$ cat src/rtl/cpd_pkg.sv
package cpd_pkg;

    // How the shared clock / power-down pin currently behaves
    typedef enum logic [1:0] {
        PIN_QUIET_LO = 2'd0,
        PIN_QUIET_HI = 2'd1,
        PIN_TOGGLING = 2'd2
    } pin_kind_e;

    typedef enum logic {
        PWR_OFF = 1'b0,
        PWR_ON  = 1'b1
    } pwr_state_e;

    // Frame sync rising-edge events of one clock cycle
    typedef struct packed {
        logic tx;
        logic rx;
        logic any;
    } fs_evt_t;

    function automatic logic pin_blocks_power(pin_kind_e k);
        return (k == PIN_QUIET_HI);
    endfunction

    function automatic logic pin_is_clock(pin_kind_e k);
        return (k == PIN_TOGGLING);
    endfunction

endpackage

$ cat src/rtl/cpd_pin_sense.sv
module cpd_pin_sense
    import cpd_pkg::*;
#(
    parameter int SYNC_STAGES  = 2,
    parameter int QUIET_CYCLES = 8
) (
    input  logic      clk,
    input  logic      rst,
    input  logic      pin_raw,
    output pin_kind_e kind
);
    localparam int CW = $clog2(QUIET_CYCLES + 1);
    localparam logic [CW-1:0] LAST = CW'(QUIET_CYCLES - 1);

    logic [SYNC_STAGES-1:0] sync_q;
    logic                   pin_s;
    logic                   prev_q;
    logic                   change;
    logic [CW-1:0]          quiet_cnt;

    // Synchronizer chain; resets to high so standby is the safe reading
    always_ff @(posedge clk) begin
        if (rst) begin
            sync_q <= '1;
        end else begin
            sync_q[0] <= pin_raw;
            for (int i = 1; i < SYNC_STAGES; i++) begin
                sync_q[i] <= sync_q[i-1];
            end
        end
    end

    assign pin_s  = sync_q[SYNC_STAGES-1];
    assign change = pin_s ^ prev_q;

    always_ff @(posedge clk) begin
        if (rst) begin
            prev_q    <= 1'b1;
            quiet_cnt <= '0;
            kind      <= PIN_QUIET_HI;
        end else begin
            prev_q <= pin_s;
            if (change) begin
                quiet_cnt <= '0;
                kind      <= PIN_TOGGLING;
            end else if (quiet_cnt == LAST) begin
                kind <= pin_s ? PIN_QUIET_HI : PIN_QUIET_LO;
            end else begin
                quiet_cnt <= quiet_cnt + 1'b1;
            end
        end
    end

    AST_EDGE_MEANS_CLOCK: assert property (@(posedge clk) disable iff (rst)
        change |=> (kind == PIN_TOGGLING));

endmodule

$ cat src/rtl/cpd_fs_watch.sv
module cpd_fs_watch
    import cpd_pkg::*;
#(
    parameter int IDLE_LIMIT = 8000
) (
    input  logic    clk,
    input  logic    rst,
    input  logic    fs_tx,
    input  logic    fs_rx,
    output fs_evt_t evt,
    output logic    idle_expired
);
    localparam int N_FS = 2;
    localparam int CW   = $clog2(IDLE_LIMIT + 1);
    localparam logic [CW-1:0] LIM = CW'(IDLE_LIMIT);

    logic [N_FS-1:0] fs_in;
    logic [N_FS-1:0] fs_q;
    logic [N_FS-1:0] rise;
    logic [CW-1:0]   idle_cnt;

    assign fs_in = {fs_rx, fs_tx};

    for (genvar g = 0; g < N_FS; g++) begin : g_edge
        always_ff @(posedge clk) begin
            if (rst) fs_q[g] <= 1'b0;
            else     fs_q[g] <= fs_in[g];
        end
        assign rise[g] = fs_in[g] & ~fs_q[g];
    end

    assign evt.tx  = rise[0];
    assign evt.rx  = rise[1];
    assign evt.any = |rise;

    // Counts cycles since the last frame sync edge, saturating at the limit
    always_ff @(posedge clk) begin
        if (rst)                 idle_cnt <= LIM;
        else if (evt.any)        idle_cnt <= '0;
        else if (idle_cnt != LIM) idle_cnt <= idle_cnt + 1'b1;
    end

    assign idle_expired = (idle_cnt == LIM);

    AST_IDLE_RELOAD: assert property (@(posedge clk) disable iff (rst)
        evt.any |=> !idle_expired);

endmodule

$ cat src/rtl/cpd_tx_gate.sv
module cpd_tx_gate (
    input  logic clk,
    input  logic rst,
    input  logic stay_on,
    input  logic fsx_rise,
    output logic permit
);
    logic seen_first;

    always_ff @(posedge clk) begin
        if (rst) begin
            seen_first <= 1'b0;
            permit     <= 1'b0;
        end else begin
            seen_first <= stay_on & (seen_first | fsx_rise);
            permit     <= stay_on & (permit | (fsx_rise & seen_first));
        end
    end

    AST_PERMIT_ON_TX_EDGE: assert property (@(posedge clk) disable iff (rst)
        $rose(permit) |-> $past(fsx_rise));

endmodule

$ cat src/rtl/cpd_power_seq.sv
module cpd_power_seq
    import cpd_pkg::*;
#(
    parameter int SYNC_STAGES  = 2,
    parameter int QUIET_CYCLES = 8,
    parameter int IDLE_LIMIT   = 8000
) (
    input  logic clk,
    input  logic rst,
    input  logic mclk_pdn_pin,
    input  logic fs_tx,
    input  logic fs_rx,
    output logic power_on,
    output logic tx_drive_permit,
    output logic rx_clk_from_pin
);
    pin_kind_e  pin_kind;
    fs_evt_t    evt;
    logic       idle_expired;
    pwr_state_e pwr_q;
    pwr_state_e pwr_d;

    cpd_pin_sense #(
        .SYNC_STAGES (SYNC_STAGES),
        .QUIET_CYCLES(QUIET_CYCLES)
    ) u_pin (
        .clk    (clk),
        .rst    (rst),
        .pin_raw(mclk_pdn_pin),
        .kind   (pin_kind)
    );

    cpd_fs_watch #(
        .IDLE_LIMIT(IDLE_LIMIT)
    ) u_fs (
        .clk         (clk),
        .rst         (rst),
        .fs_tx       (fs_tx),
        .fs_rx       (fs_rx),
        .evt         (evt),
        .idle_expired(idle_expired)
    );

    always_comb begin
        pwr_d = pwr_q;
        unique case (pwr_q)
            PWR_OFF: if (!pin_blocks_power(pin_kind) && evt.any) pwr_d = PWR_ON;
            PWR_ON:  if (pin_blocks_power(pin_kind) || (idle_expired && !evt.any))
                         pwr_d = PWR_OFF;
            default: pwr_d = PWR_OFF;
        endcase
    end

    always_ff @(posedge clk) begin
        if (rst) pwr_q <= PWR_OFF;
        else     pwr_q <= pwr_d;
    end

    cpd_tx_gate u_gate (
        .clk     (clk),
        .rst     (rst),
        .stay_on (pwr_d == PWR_ON),
        .fsx_rise(evt.tx),
        .permit  (tx_drive_permit)
    );

    assign power_on        = (pwr_q == PWR_ON);
    assign rx_clk_from_pin = pin_is_clock(pin_kind);

    AST_RESET_STANDBY: assert property (@(posedge clk)
        rst |=> !power_on);
    AST_PIN_HIGH_DOWN: assert property (@(posedge clk) disable iff (rst)
        pin_blocks_power(pin_kind) |=> !power_on);
    AST_WAKE_NEEDS_FS: assert property (@(posedge clk) disable iff (rst)
        (!power_on && !evt.any) |=> !power_on);
    AST_IDLE_DOWN: assert property (@(posedge clk) disable iff (rst)
        (idle_expired && !evt.any) |=> !power_on);
    AST_PERMIT_NEEDS_POWER: assert property (@(posedge clk) disable iff (rst)
        tx_drive_permit |-> power_on);

endmodule

$ cat config.mk
export PLATFORM = sky130hd
export DESIGN_NAME = cpd_power_seq
export DESIGN_NICKNAME = d
export VERILOG_FILES = /design/src/rtl/cpd_pkg.sv /design/src/rtl/cpd_pin_sense.sv /design/src/rtl/cpd_fs_watch.sv /design/src/rtl/cpd_tx_gate.sv /design/src/rtl/cpd_power_seq.sv
export SDC_FILE = /design/constraint.sdc
export NUM_CORES = 1
export LEC_CHECK = 0
export BUFFER_PORTS_ARGS = -buffer_cell sky130_fd_sc_hd__buf_2
export CAP_MARGIN = 25
export CORE_ASPECT_RATIO = 1.1
export CORE_MARGIN = 2
export CORE_UTILIZATION = 55
export CTS_CLUSTER_DIAMETER = 30
export DETAILED_ROUTE_END_ITERATION = 8
export PLACE_DENSITY = 0.74
export SYNTH_ARGS = -nofsm -noshare
export SYNTH_HDL_FRONTEND = slang
export SYNTH_SLANG_ARGS = --single-unit
$ cat constraint.sdc
create_clock -name clk -period 1.4 [get_ports clk]
set_input_delay 0.14 -clock clk [delete_from_list [all_inputs] [get_ports clk]]
set_output_delay 0.14 -clock clk [all_outputs]
set_load 0.005 [all_outputs]
# Word-level counts from Yosys, hierarchy flattened
# Index checks and enable logic that the tools add are counted.
# classes
n_addsub	2
n_eq_ne	5
n_mux	8
bitwise_logic	11
reduce_logical	10
# op_table
op	n
2-to-1 mux 13 bit	2
adder 13 x 1 -> 13 bit, second input constant	1
== test 13 bit, second input constant	1
!= test 13 bit, second input constant	1
AND 1 bit	5
adder 4 x 1 -> 4 bit, second input constant	1
== test 4 x 3 -> 1 bit, second input constant	1
2-to-1 mux 2 bit	2
nonzero test 2 bit	2
OR reduction 2 bit	2
2-to-1 mux 1 bit	3
inverter 1 bit	3
OR reduction 3 bit	1
== test 2 x 1 -> 1 bit, second input constant	1
== test 2 bit, second input constant	1
logical AND 1 bit	2
logical NOT 1 bit	2
bitwise OR 1 bit	2
one-hot mux 1 bit (2 select lines)	1
logical OR 1 bit	1
XOR 1 bit	1
# totals
ff_bits	27
inputBits	5
out_inout_bits	3
elab_cells	47

# Depth between registers and ports, before layout
# Gate-level depths: netlist of the first run.
# logic_depth
depth_word	9
mapped_depth	6

# Modules after synthesis
# A second synthesis of the first run with hierarchy kept.
# hier_totals
hier_cells	126
hier_area_um2	1179.9
# by_module_without_submodules
mod	instances	cells_per_inst	area_each_um2	seq_area_each_um2
cpd_fs_watch	1	80	700.7	300.3
cpd_pin_sense	1	32	349.1	180.2
cpd_tx_gate	1	7	70.1	40.0
cpd_power_seq	1	7	60.1	20.0

# Worst setup path after synthesis of the first run
# Ideal clock, no wire load.
# synth_path
path_type	reg2reg
from	register u_fs.idle_cnt[0]
to	register u_fs.idle_cnt[1]
setup_ns	0.115
t_arrival_ns	1.160
required_time_ns	1.285
path_slack_ns	0.125
stages_incl_launch_ff	7
n_path_buf	0
period_less_slack_ns	1.275
cell_sequence	dfxtp_1 -> inv_1 -> ha_1 -> and4bb_1 -> nand3_1 -> mux2i_1 -> nor2_1
# synth_via
elab_chain_len	1
# synth_rtl
element	line	text
start, declared	cpd_fs_watch.sv:20	logic [CW-1:0] idle_cnt;
start signal, assigned	cpd_fs_watch.sv:40	else if (idle_cnt != LIM) idle_cnt <= idle_cnt + 1'b1;
adder 13 x 1 -> 13 bit or != test 13 bit (tied branches)	cpd_fs_watch.sv:40	
# Parallel ways exist; a longest one is shown, timed or not.
# A chain may end at the register's enable or synchronous reset.

# Worst setup path after layout of the first run
# layout_path
from	register u_fs.idle_cnt[0]
to	register u_gate.seen_first
# layout_via
elab_chain_len	6
# layout_rtl
element	line	text
== test 13 bit	cpd_fs_watch.sv:43	assign idle_expired = (idle_cnt == LIM);
logical AND 1 bit	cpd_power_seq.sv:48	PWR_ON: if (pin_blocks_power(pin_kind) || (idle_expired && !evt.any))
logical OR 1 bit	cpd_power_seq.sv:48	
2-to-1 mux 1 bit	cpd_power_seq.sv:48	
one-hot mux 1 bit (2 select lines)	cpd_power_seq.sv:46	unique case (pwr_q)
AND 1 bit	cpd_tx_gate.sv:15	seen_first <= stay_on & (seen_first | fsx_rise);
end signal, assigned	cpd_tx_gate.sv:15	
end, declared	cpd_tx_gate.sv:8	logic seen_first;
# Every way passes these cells.

==> impl_metrics.json, run 1 <==
{
  "synth_area_um2": 1170,
  "total_power_mw": 1.30,
  "antenna_found_initial": 0,
  "status": "complete, no violations",
  "holdWs_ps": 38.6,
  "gp_congestion": 0.814,
  "cts_buffers": 3,
  "synth-edff-count": 0,
  "root_buffer": "clkbuf_4",
  "ys_seq_area_frac": 0.464,
  "diodes": 0,
  "avgSynthCellArea_um2": 9.48,
  "multi_input_area_um2": 591,
  "hold_viol": 0,
  "required_ps": 1620,
  "post_dp_cell_area_um2": 1250,
  "die_y_um": 52.3,
  "drive_gt1_frac": 0.207,
  "worst_setup_path_end_kind": "flip-flop",
  "grt_pass1_wl_mm": 3.33,
  "cts_tree": "yes",
  "fin_crit_ps": 1310,
  "ir_drop_uv": 787,
  "synth_top_area_share": 0.464,
  "synth.most_common_cell": "dfxtp_1",
  "path_class": "reg2reg",
  "clk_latency_ps": 320,
  "ioPinCount": 8,
  "synth_cells": 123,
  "cp-start-kind": "flip-flop",
  "final-setup-viol-count": 0,
  "hold_class": "in2reg",
  "p_leak_nw": 0.517,
  "fin_skew_ps": 10.4,
  "async_flop_share": 0,
  "final_nets": 145,
  "synthTopCellsByArea": "dfxtp_1, xnor2_1, nor2_1",
  "num_vias": 865,
  "cts.clk_slew.worst_paths_ps": 140,
  "final-max-slew-violation-count": 0,
  "drt_iter0_markers": 4,
  "cts_buffer_depth": 2,
  "cap_violations": 0,
  "fin_crit_sh": 0.934,
  "ys_ff_latch": 27,
  "synth_common_cells": "dfxtp_1, nor2_1, nor3_1, xnor2_1",
  "vias_per_cell": 5.31,
  "synth_area_leader_cell": "dfxtp_1",
  "firstDrtPassIters": 4,
  "synth_fp_nets": 132,
  "yosys_warnings": 0,
  "grt_max_degree": 20,
  "grt_usage": 0.190,
  "htree_levels": 1,
  "portBuffers": 7,
  "dieArea_um2": 2500,
  "cts_setup_buffers": 0,
  "clock_sinks": 27,
  "crit_arrival_ps": 1530,
  "row_count": 17,
  "ant_nets": 0,
  "critPathMaxFanout": 5,
  "worstMarginPinSlew_ps": 441,
  "overflow": 0,
  "grt_pass1_vias": 806,
  "initial_core_util": 0.583,
  "slew_headroom": 0.706,
  "power.density_nw_per_um2": 997,
  "synth_ff_type": "dfxtp_1",
  "synth_cell_types": 34,
  "clock.fmax_mhz": 765,
  "seq_area_um2": 546,
  "drc": 0,
  "dp_hpwl_mm": 1.42,
  "syn_to_final_growth_pct": 11.4,
  "final_area_um2": 1300,
  "die_width_um": 47.9,
  "drt_wl_total_mm": 1.93,
  "wl_per_cell_um": 11.8,
  "coreArea_um2": 2000,
  "nFillCells": 179,
  "rsz0062_at_grt": "false"
}
[what timing repair did]
| action | CTS | global route |
|---|---|---|
| endpoints found under the hold margin | 0 | 1 |
| hold buffers | 0 | 1 |
| endpoints found under the setup margin | 1 | 7 |
| gates resized for setup | 1 | 4 |
[critical path: stages (launching register included)]
cell	delay, ps
dfxtp_4	380
inv_1	50
ha_1	130
and4bb_1	220
nand3_1	120
a21oi_2	240
nor3_1	80
[kinds of logic after synthesis]
| logic type | synth area share |
|---|---|
| AO/OA/AOI/OAI | 0.102 |
| flip-flops | 0.464 |
| adder cells (fa/ha/maj) | 0.0429 |
| multiplexers | 0.0172 |
| AND/OR/NAND/NOR | 0.247 |
| XOR/XNOR | 0.0901 |
| buffers and inverters | 0.0376 |
[report_power, final]
part	total, mW	internal (mW)	switching (mW)
Clock	0.321	0.111	0.209
Combinational	0.137	0.0676	0.0690
Sequential	0.838	0.807	0.0315
[final cells by class]
class / instances / area share
Multi-Input combinational cell: 85 / 0.455
Inverter: 7 / 0.0202
Timing Repair Buffer: 12 / 0.0578
Clock buffer: 4 / 0.0202
Tap cell: 28 / 0.0270
Sequential cell: 27 / 0.420
[path summary, 6_finish.rpt]
check	slack (ps)	startpoint	cells after the start	to
worst min register to register	440	u_pin.sync_q[0]	1	u_pin.sync_q[1]
worst min-delay path	40	fs_rx	3	u_fs.fs_q[1]
worst max register to register	90	u_fs.idle_cnt[0]	6	u_gate.seen_first
worst max-delay path	90	u_fs.idle_cnt[0]	6	u_gate.seen_first
[sequential cells by signal, summed over array words and instances (netlist names)]
signal and count:
u_fs.idle_cnt 13, u_pin.quiet_cnt 4, u_fs.fs_q 2, u_pin.kind 2, u_pin.sync_q 2, power_on 1
u_gate.permit 1, u_gate.seen_first 1, u_pin.prev_q 1
[metrics by stage]
step	std cells	utilization	worst slack, ps	TNS [ps]
3_5_place_dp	158	0.625	-9.01	-9.01
6_report	163	0.650	92.7	0
4_1_cts	162	0.638	13.2	0
2_1_floorplan	123	-	125	0
5_1_grt	163	0.650	1.96	0
3_3_place_gp	158	0.625	68.1	0
[metal layers]
layer  track usage  routed length (um)  part of all wire  vias to the layer above
met3        0.0448                  37             0.019                        4
li1              -                   -                 -                      448
met5             0                   0                 0                        -
met2         0.309                 922              0.48                        9
met1         0.228                 940              0.49                      404
met4        0.0901                  28             0.015                        0
[layout by cell type (no fill, tap or decap), drive strengths merged]
master,synthesis,routed
dfxtp,27,27
nor2,16,16
buf,1,11
nor3,7,7
xnor2,7,7
inv,7,7
o21bai,6,6
nand3,6,6
xor2,5,5
a21oi,5,5
ha,4,4
or2,4,4
nand4,4,4
clkbuf,3,4
nand2,3,3
nand3b,2,2
mux2i,2,2
and3,2,2
and4,2,2
a21boi,1,1
a311o,1,1
o22ai,1,1
nor4b,1,1
and4bb,1,1
or2b,1,1
o21ai,1,1
a31oi,1,1
a21o,1,1
nor4,1,1
dlygate4sd3,0,1
(Power assumes the default switching activity.)
==> run 2, diff against run 1 <==
- ABC_AREA: default -> 1
- PLACE_DENSITY: 0.74 -> 0.73
- SKIP_LAST_GASP: default -> 1
==> impl_metrics.json, run 2 <==
{
  "status": "complete, no violations",
  "antenna_found_initial": 0,
  "dp_hpwl_mm": 1.73,
  "grt_max_degree": 16,
  "ir_drop_uv": 833,
  "cts.clk_slew.worst_paths_ps": 140,
  "firstDrtPassIters": 4,
  "drive_gt1_frac": 0.224,
  "rr_endpoint": "u_fs.idle_cnt[12]",
  "coreArea_um2": 2210,
  "p_leak_nw": 0.571,
  "async_flop_share": 0,
  "largest_register_ffs": 13,
  "ys_ff_latch": 27,
  "holdWs_ps": 30.1,
  "ff2ff_setup_slack_ps": 160,
  "synth.most_common_cell": "nand2_1",
  "power.density_nw_per_um2": 947,
  "synth_ff_type": "dfxtp_1",
  "layout_commonest_cell": "nand2_1",
  "synth_area_um2": 1260,
  "r2r_start": "u_fs.idle_cnt[0]",
  "post_dp_cell_area_um2": 1330,
  "clk_latency_ps": 320,
  "final-max-slew-violation-count": 0,
  "cts_setup_buffers": 0,
  "critPathMaxFanout": 5,
  "grt_pass1_wl_mm": 3.84,
  "final_nets": 184,
  "top_regs": "u_fs.idle_cnt (13), u_pin.quiet_cnt (4)",
  "synth_fp_nets": 172,
  "die_width_um": 49.7,
  "synth_area_leader_cell": "dfxtp_1",
  "slew_headroom": 0.840,
  "worstMarginPinSlew_ps": 240,
  "hold_viol": 0,
  "synth-edff-count": 0,
  "drc": 0,
  "ys_seq_area_frac": 0.427,
  "cts_buffers": 3,
  "diodes": 0,
  "reg2reg_depth": 6,
  "min_from": "fs_tx",
  "row_count": 18,
  "final-setup-viol-count": 0,
  "clock_sinks": 27,
  "place_inst": 199,
  "overflow": 0,
  "path_class": "reg2reg",
  "final-instance-count-excl-fill": 204,
  "cts_buffer_depth": 2,
  "grt_usage": 0.187,
  "drt_wl_total_mm": 2.16,
  "layout_common_cells": "nand2_1, dfxtp_1, inv_1",
  "hold_class": "in2reg",
  "htree_levels": 1,
  "cap_violations": 0,
  "vias_per_cell": 4.93,
  "synthTopCellsByArea": "dfxtp_1, nand2_1, inv_1",
  "fin_skew_ps": 3.14,
  "final_area_um2": 1380,
  "synth_cell_types": 28,
  "worst_setup_path_end_kind": "flip-flop",
  "root_buffer": "clkbuf_4",
  "gp_congestion": 0.797,
  "required_ps": 1620,
  "cts_tree": "yes",
  "nFillCells": 225,
  "grt_pass1_vias": 964,
  "final_core_util": 0.624,
  "die_y_um": 54.3,
  "synth_top_area_share": 0.427,
  "ioPinCount": 8,
  "initial_core_util": 0.573,
  "ant_nets": 0,
  "avgSynthCellArea_um2": 7.76,
  "drt_iter0_markers": 14,
  "yosys_warnings": 0,
  "portBuffers": 7,
  "rsz0062_at_grt": "true",
  "fin_crit_ps": 1240,
  "clock.fmax_mhz": 808,
  "fin_crit_sh": 0.884,
  "hold_depth": 3,
  "top_register": "u_fs.idle_cnt",
  "dieArea_um2": 2700,
  "synth_common_cells": "nand2_1, dfxtp_1, inv_1",
  "synth_cells": 163,
  "crit_arrival_ps": 1460,
  "min_to": "u_fs.fs_q[0]",
  "syn_to_final_growth_pct": 8.80,
  "wl_per_cell_um": 10.6,
  "num_vias": 1006,
  "fin_tns_setup_ps": 0,
  "cp-start-kind": "flip-flop"
}
[run 2: worst max path at each step]
stage                            start                 end  slack [ps]  cells past startpoint
floorplan             u_fs.idle_cnt[0]   u_fs.idle_cnt[12]         260                      6
global placement    u_pin.quiet_cnt[0]  u_pin.quiet_cnt[0]         150                      6
detailed placement  u_pin.quiet_cnt[0]  u_pin.quiet_cnt[0]          60                      6
CTS                 u_pin.quiet_cnt[0]  u_pin.quiet_cnt[0]          30                      6
global route        u_pin.quiet_cnt[0]  u_pin.quiet_cnt[0]         -10                      6
finish                u_fs.idle_cnt[0]   u_fs.idle_cnt[12]         160                      6
[run 2: metrics by stage]
stage	setup slack (ps)	total power, mW
floorplan	264	0.958
global placement	146	0.986
detailed placement	57.9	0.992
CTS	34.2	1.32
global route	-9.80	1.37
finish	163	1.30
[run 2: layer usage]
layer  track usage  routed length, um  part of all wire
met4        0.0972                 30             0.014
met3        0.0328                 36             0.017
met5             0                  0                 0
met1         0.204                936              0.43
met2         0.351               1160              0.54
[run 2: power by group]
| group | total (mW) | leakage, nW | internal [mW] | switching [mW] |
|---|---|---|---|---|
| combinational | 0.139 | 0.330 | 0.0599 | 0.0791 |
| clock | 0.327 | 0.0177 | 0.107 | 0.220 |
| sequential | 0.838 | 0.223 | 0.807 | 0.0301 |
| total | 1.30 | 0.571 | 0.974 | 0.329 |
[run 2: cell families after synthesis]
group / count (synthesis) / synth area share
adders and majority gates: 4 / 0.0396
buffers and inverters: 25 / 0.0752
and+or+nand+nor: 78 / 0.318
xor gates and xnor gates: 2 / 0.0139
DFF: 27 / 0.427
AOI/OAI and AO/OA: 27 / 0.126
[run 2: worst max-delay path: stages (launching register included)]
cell,delay (ps)
dfxtp_2,390
ha_1,210
nand3_2,160
inv_1,150
nand4_1,90
nand3_1,90
nand2_1,40
[run 2: timing repair]
item / 4_1_cts / 5_1_grt
hold buffers: 1 / 0
hold endpoints to repair: 1 / 0
endpoints found under the setup margin: 0 / 6
gates resized for setup: 0 / 5
[run 2: layout make-up]
cell class	instances	area (um2)	area share
Multi-Input combinational cell	111	632	0.459
Sequential cell	27	544	0.395
Inverter	24	90.1	0.0655
Timing Repair Buffer	8	45.0	0.0327
Tap cell	30	37.5	0.0273
Clock buffer	3	22.5	0.0164
Clock inverter	1	5.00	0.00364
==> run 3, diff against run 2 <==
- CTS_BUF_LIST: default -> sky130_fd_sc_hd__clkbuf_8
==> impl_metrics.json, run 3 (synthesized netlist as in run 2, its figures left out) <==
{
  "path_class": "reg2reg",
  "layout_common_cells": "nand2_1, dfxtp_1, inv_1",
  "final-instance-count-excl-fill": 203,
  "root_buffer": "clkbuf_8",
  "layout_commonest_cell": "nand2_1",
  "diodes": 0,
  "fin_crit_sh": 0.906,
  "grt_max_degree": 16,
  "reg2reg_depth": 6,
  "num_vias": 1009,
  "wl_per_cell_um": 10.6,
  "die_width_um": 49.7,
  "clock_sinks": 27,
  "grt_pass1_vias": 955,
  "required_ps": 1550,
  "ir_drop_uv": 885,
  "power.density_nw_per_um2": 1010,
  "crit_arrival_ps": 1420,
  "largest_register_ffs": 13,
  "hold_viol": 0,
  "vias_per_cell": 4.97,
  "coreArea_um2": 2210,
  "place_inst": 199,
  "final_area_um2": 1390,
  "final-setup-viol-count": 0,
  "cp-start-kind": "flip-flop",
  "cap_violations": 0,
  "firstDrtPassIters": 4,
  "drt_iter0_markers": 8,
  "grt_usage": 0.183,
  "cp_cell_sequence": "ha_1 > nand3_2 > nor2_4 > nand3_1 > nand2_1 > o21ai_1",
  "top_regs": "u_fs.idle_cnt (13), u_pin.quiet_cnt (4)",
  "overflow": 0,
  "cts_buffers": 3,
  "cts_setup_buffers": 0,
  "row_count": 18,
  "p_leak_nw": 0.572,
  "htree_levels": 1,
  "initial_core_util": 0.573,
  "fin_skew_ps": 3.93,
  "critPathMaxFanout": 4,
  "crit_slowest_cell": "dfxtp_1",
  "grt_pass1_wl_mm": 3.80,
  "clock.fmax_mhz": 789,
  "slew_headroom": 0.844,
  "antenna_found_initial": 0,
  "worstMarginPinSlew_ps": 233,
  "top_register": "u_fs.idle_cnt",
  "hold_class": "in2reg",
  "cts.clk_slew.worst_paths_ps": 90,
  "syn_to_final_growth_pct": 9.69,
  "drc": 0,
  "cts_buffer_depth": 2,
  "die_y_um": 54.3,
  "final_nets": 183,
  "ant_nets": 0,
  "worst_setup_path_end_kind": "flip-flop",
  "dp_hpwl_mm": 1.73,
  "gp_congestion": 0.797,
  "post_dp_cell_area_um2": 1330,
  "hold_depth": 2,
  "drt_wl_total_mm": 2.14,
  "cts_tree": "yes",
  "final-max-slew-violation-count": 0,
  "drive_gt1_frac": 0.220,
  "dieArea_um2": 2700,
  "portBuffers": 7,
  "status": "complete, no violations",
  "clk_latency_ps": 270,
  "fin_crit_ps": 1270,
  "ioPinCount": 8,
  "cpPeakStageDelay_ps": 400
}
-- run 3: changes by cell type in the layout (fill, tap and decap cells not counted), sizes merged --
| cell | previous run | this run |
|---|---|---|
| dlygate4sd3 | 1 | 0 |
-- run 3: layout make-up --
| cell class | instances | area [um2] |
|---|---|---|
| Multi-Input combinational cell | 111 | 637 |
| Clock buffer | 3 | 41.3 |
| Inverter | 24 | 90.1 |
| Sequential cell | 27 | 542 |
| Tap cell | 30 | 37.5 |
| Fill cell | 223 | 820 |
| Timing Repair Buffer | 7 | 35.0 |
| Clock inverter | 1 | 5.00 |
-- run 3: what timing repair did --
item                       in CTS  in global routing
hold endpoints to repair        0                  0
hold buffers                    0                  0
setup endpoints to repair       0                  6
resized for setup               0                  5
-- run 3: metal layers --
layer	GRT usage	part of all wire	vias to the layer above
met4	0.0833	0.017	0
li1	-	-	537
met2	0.347	0.53	11
met1	0.203	0.43	456
met3	0.0328	0.019	5
met5	0	0	-
-- run 3: worst paths after layout --
kind,from,end,slack (ps)
worst max register to register,u_fs.idle_cnt[1],u_fs.idle_cnt[10],130
worst min register to register,u_pin.sync_q[0],u_pin.sync_q[1],420
worst min-delay path,mclk_pdn_pin,u_pin.sync_q[0],50
worst max-delay path,u_fs.idle_cnt[1],u_fs.idle_cnt[10],130
-- run 3: where the power goes --
group          internal, mW  switching [mW]  leakage, nW
registers             0.806          0.0303        0.223
clock network         0.199           0.228       0.0255
logic                0.0580          0.0787        0.324
total                  1.06           0.337        0.572
-- run 3: critical path, delay by kind of cell (launching register included) --
kind	cells	cell delay, ps
AO/OA/AOI/OAI	1	50
flip-flops	1	400
AND/OR/NAND/NOR	4	470
adder cells (fa/ha/maj)	1	230
-- run 3: stage by stage --
| step | setup slack, ps | util | power [mW] | setup TNS (ps) | hold WS, ps |
|---|---|---|---|---|---|
| global route | -3.12 | 0.629 | 1.47 | -3.12 | 49.0 |
| global placement | 146 | 0.604 | 0.986 | 0 | 325 |
| CTS | 40.0 | 0.625 | 1.42 | 0 | 44.9 |
| floorplan | 264 | - | 0.958 | 0 | 244 |
| finish | 132 | 0.629 | 1.40 | 0 | 47.3 |
| detailed placement | 57.9 | 0.604 | 0.992 | 0 | 331 |
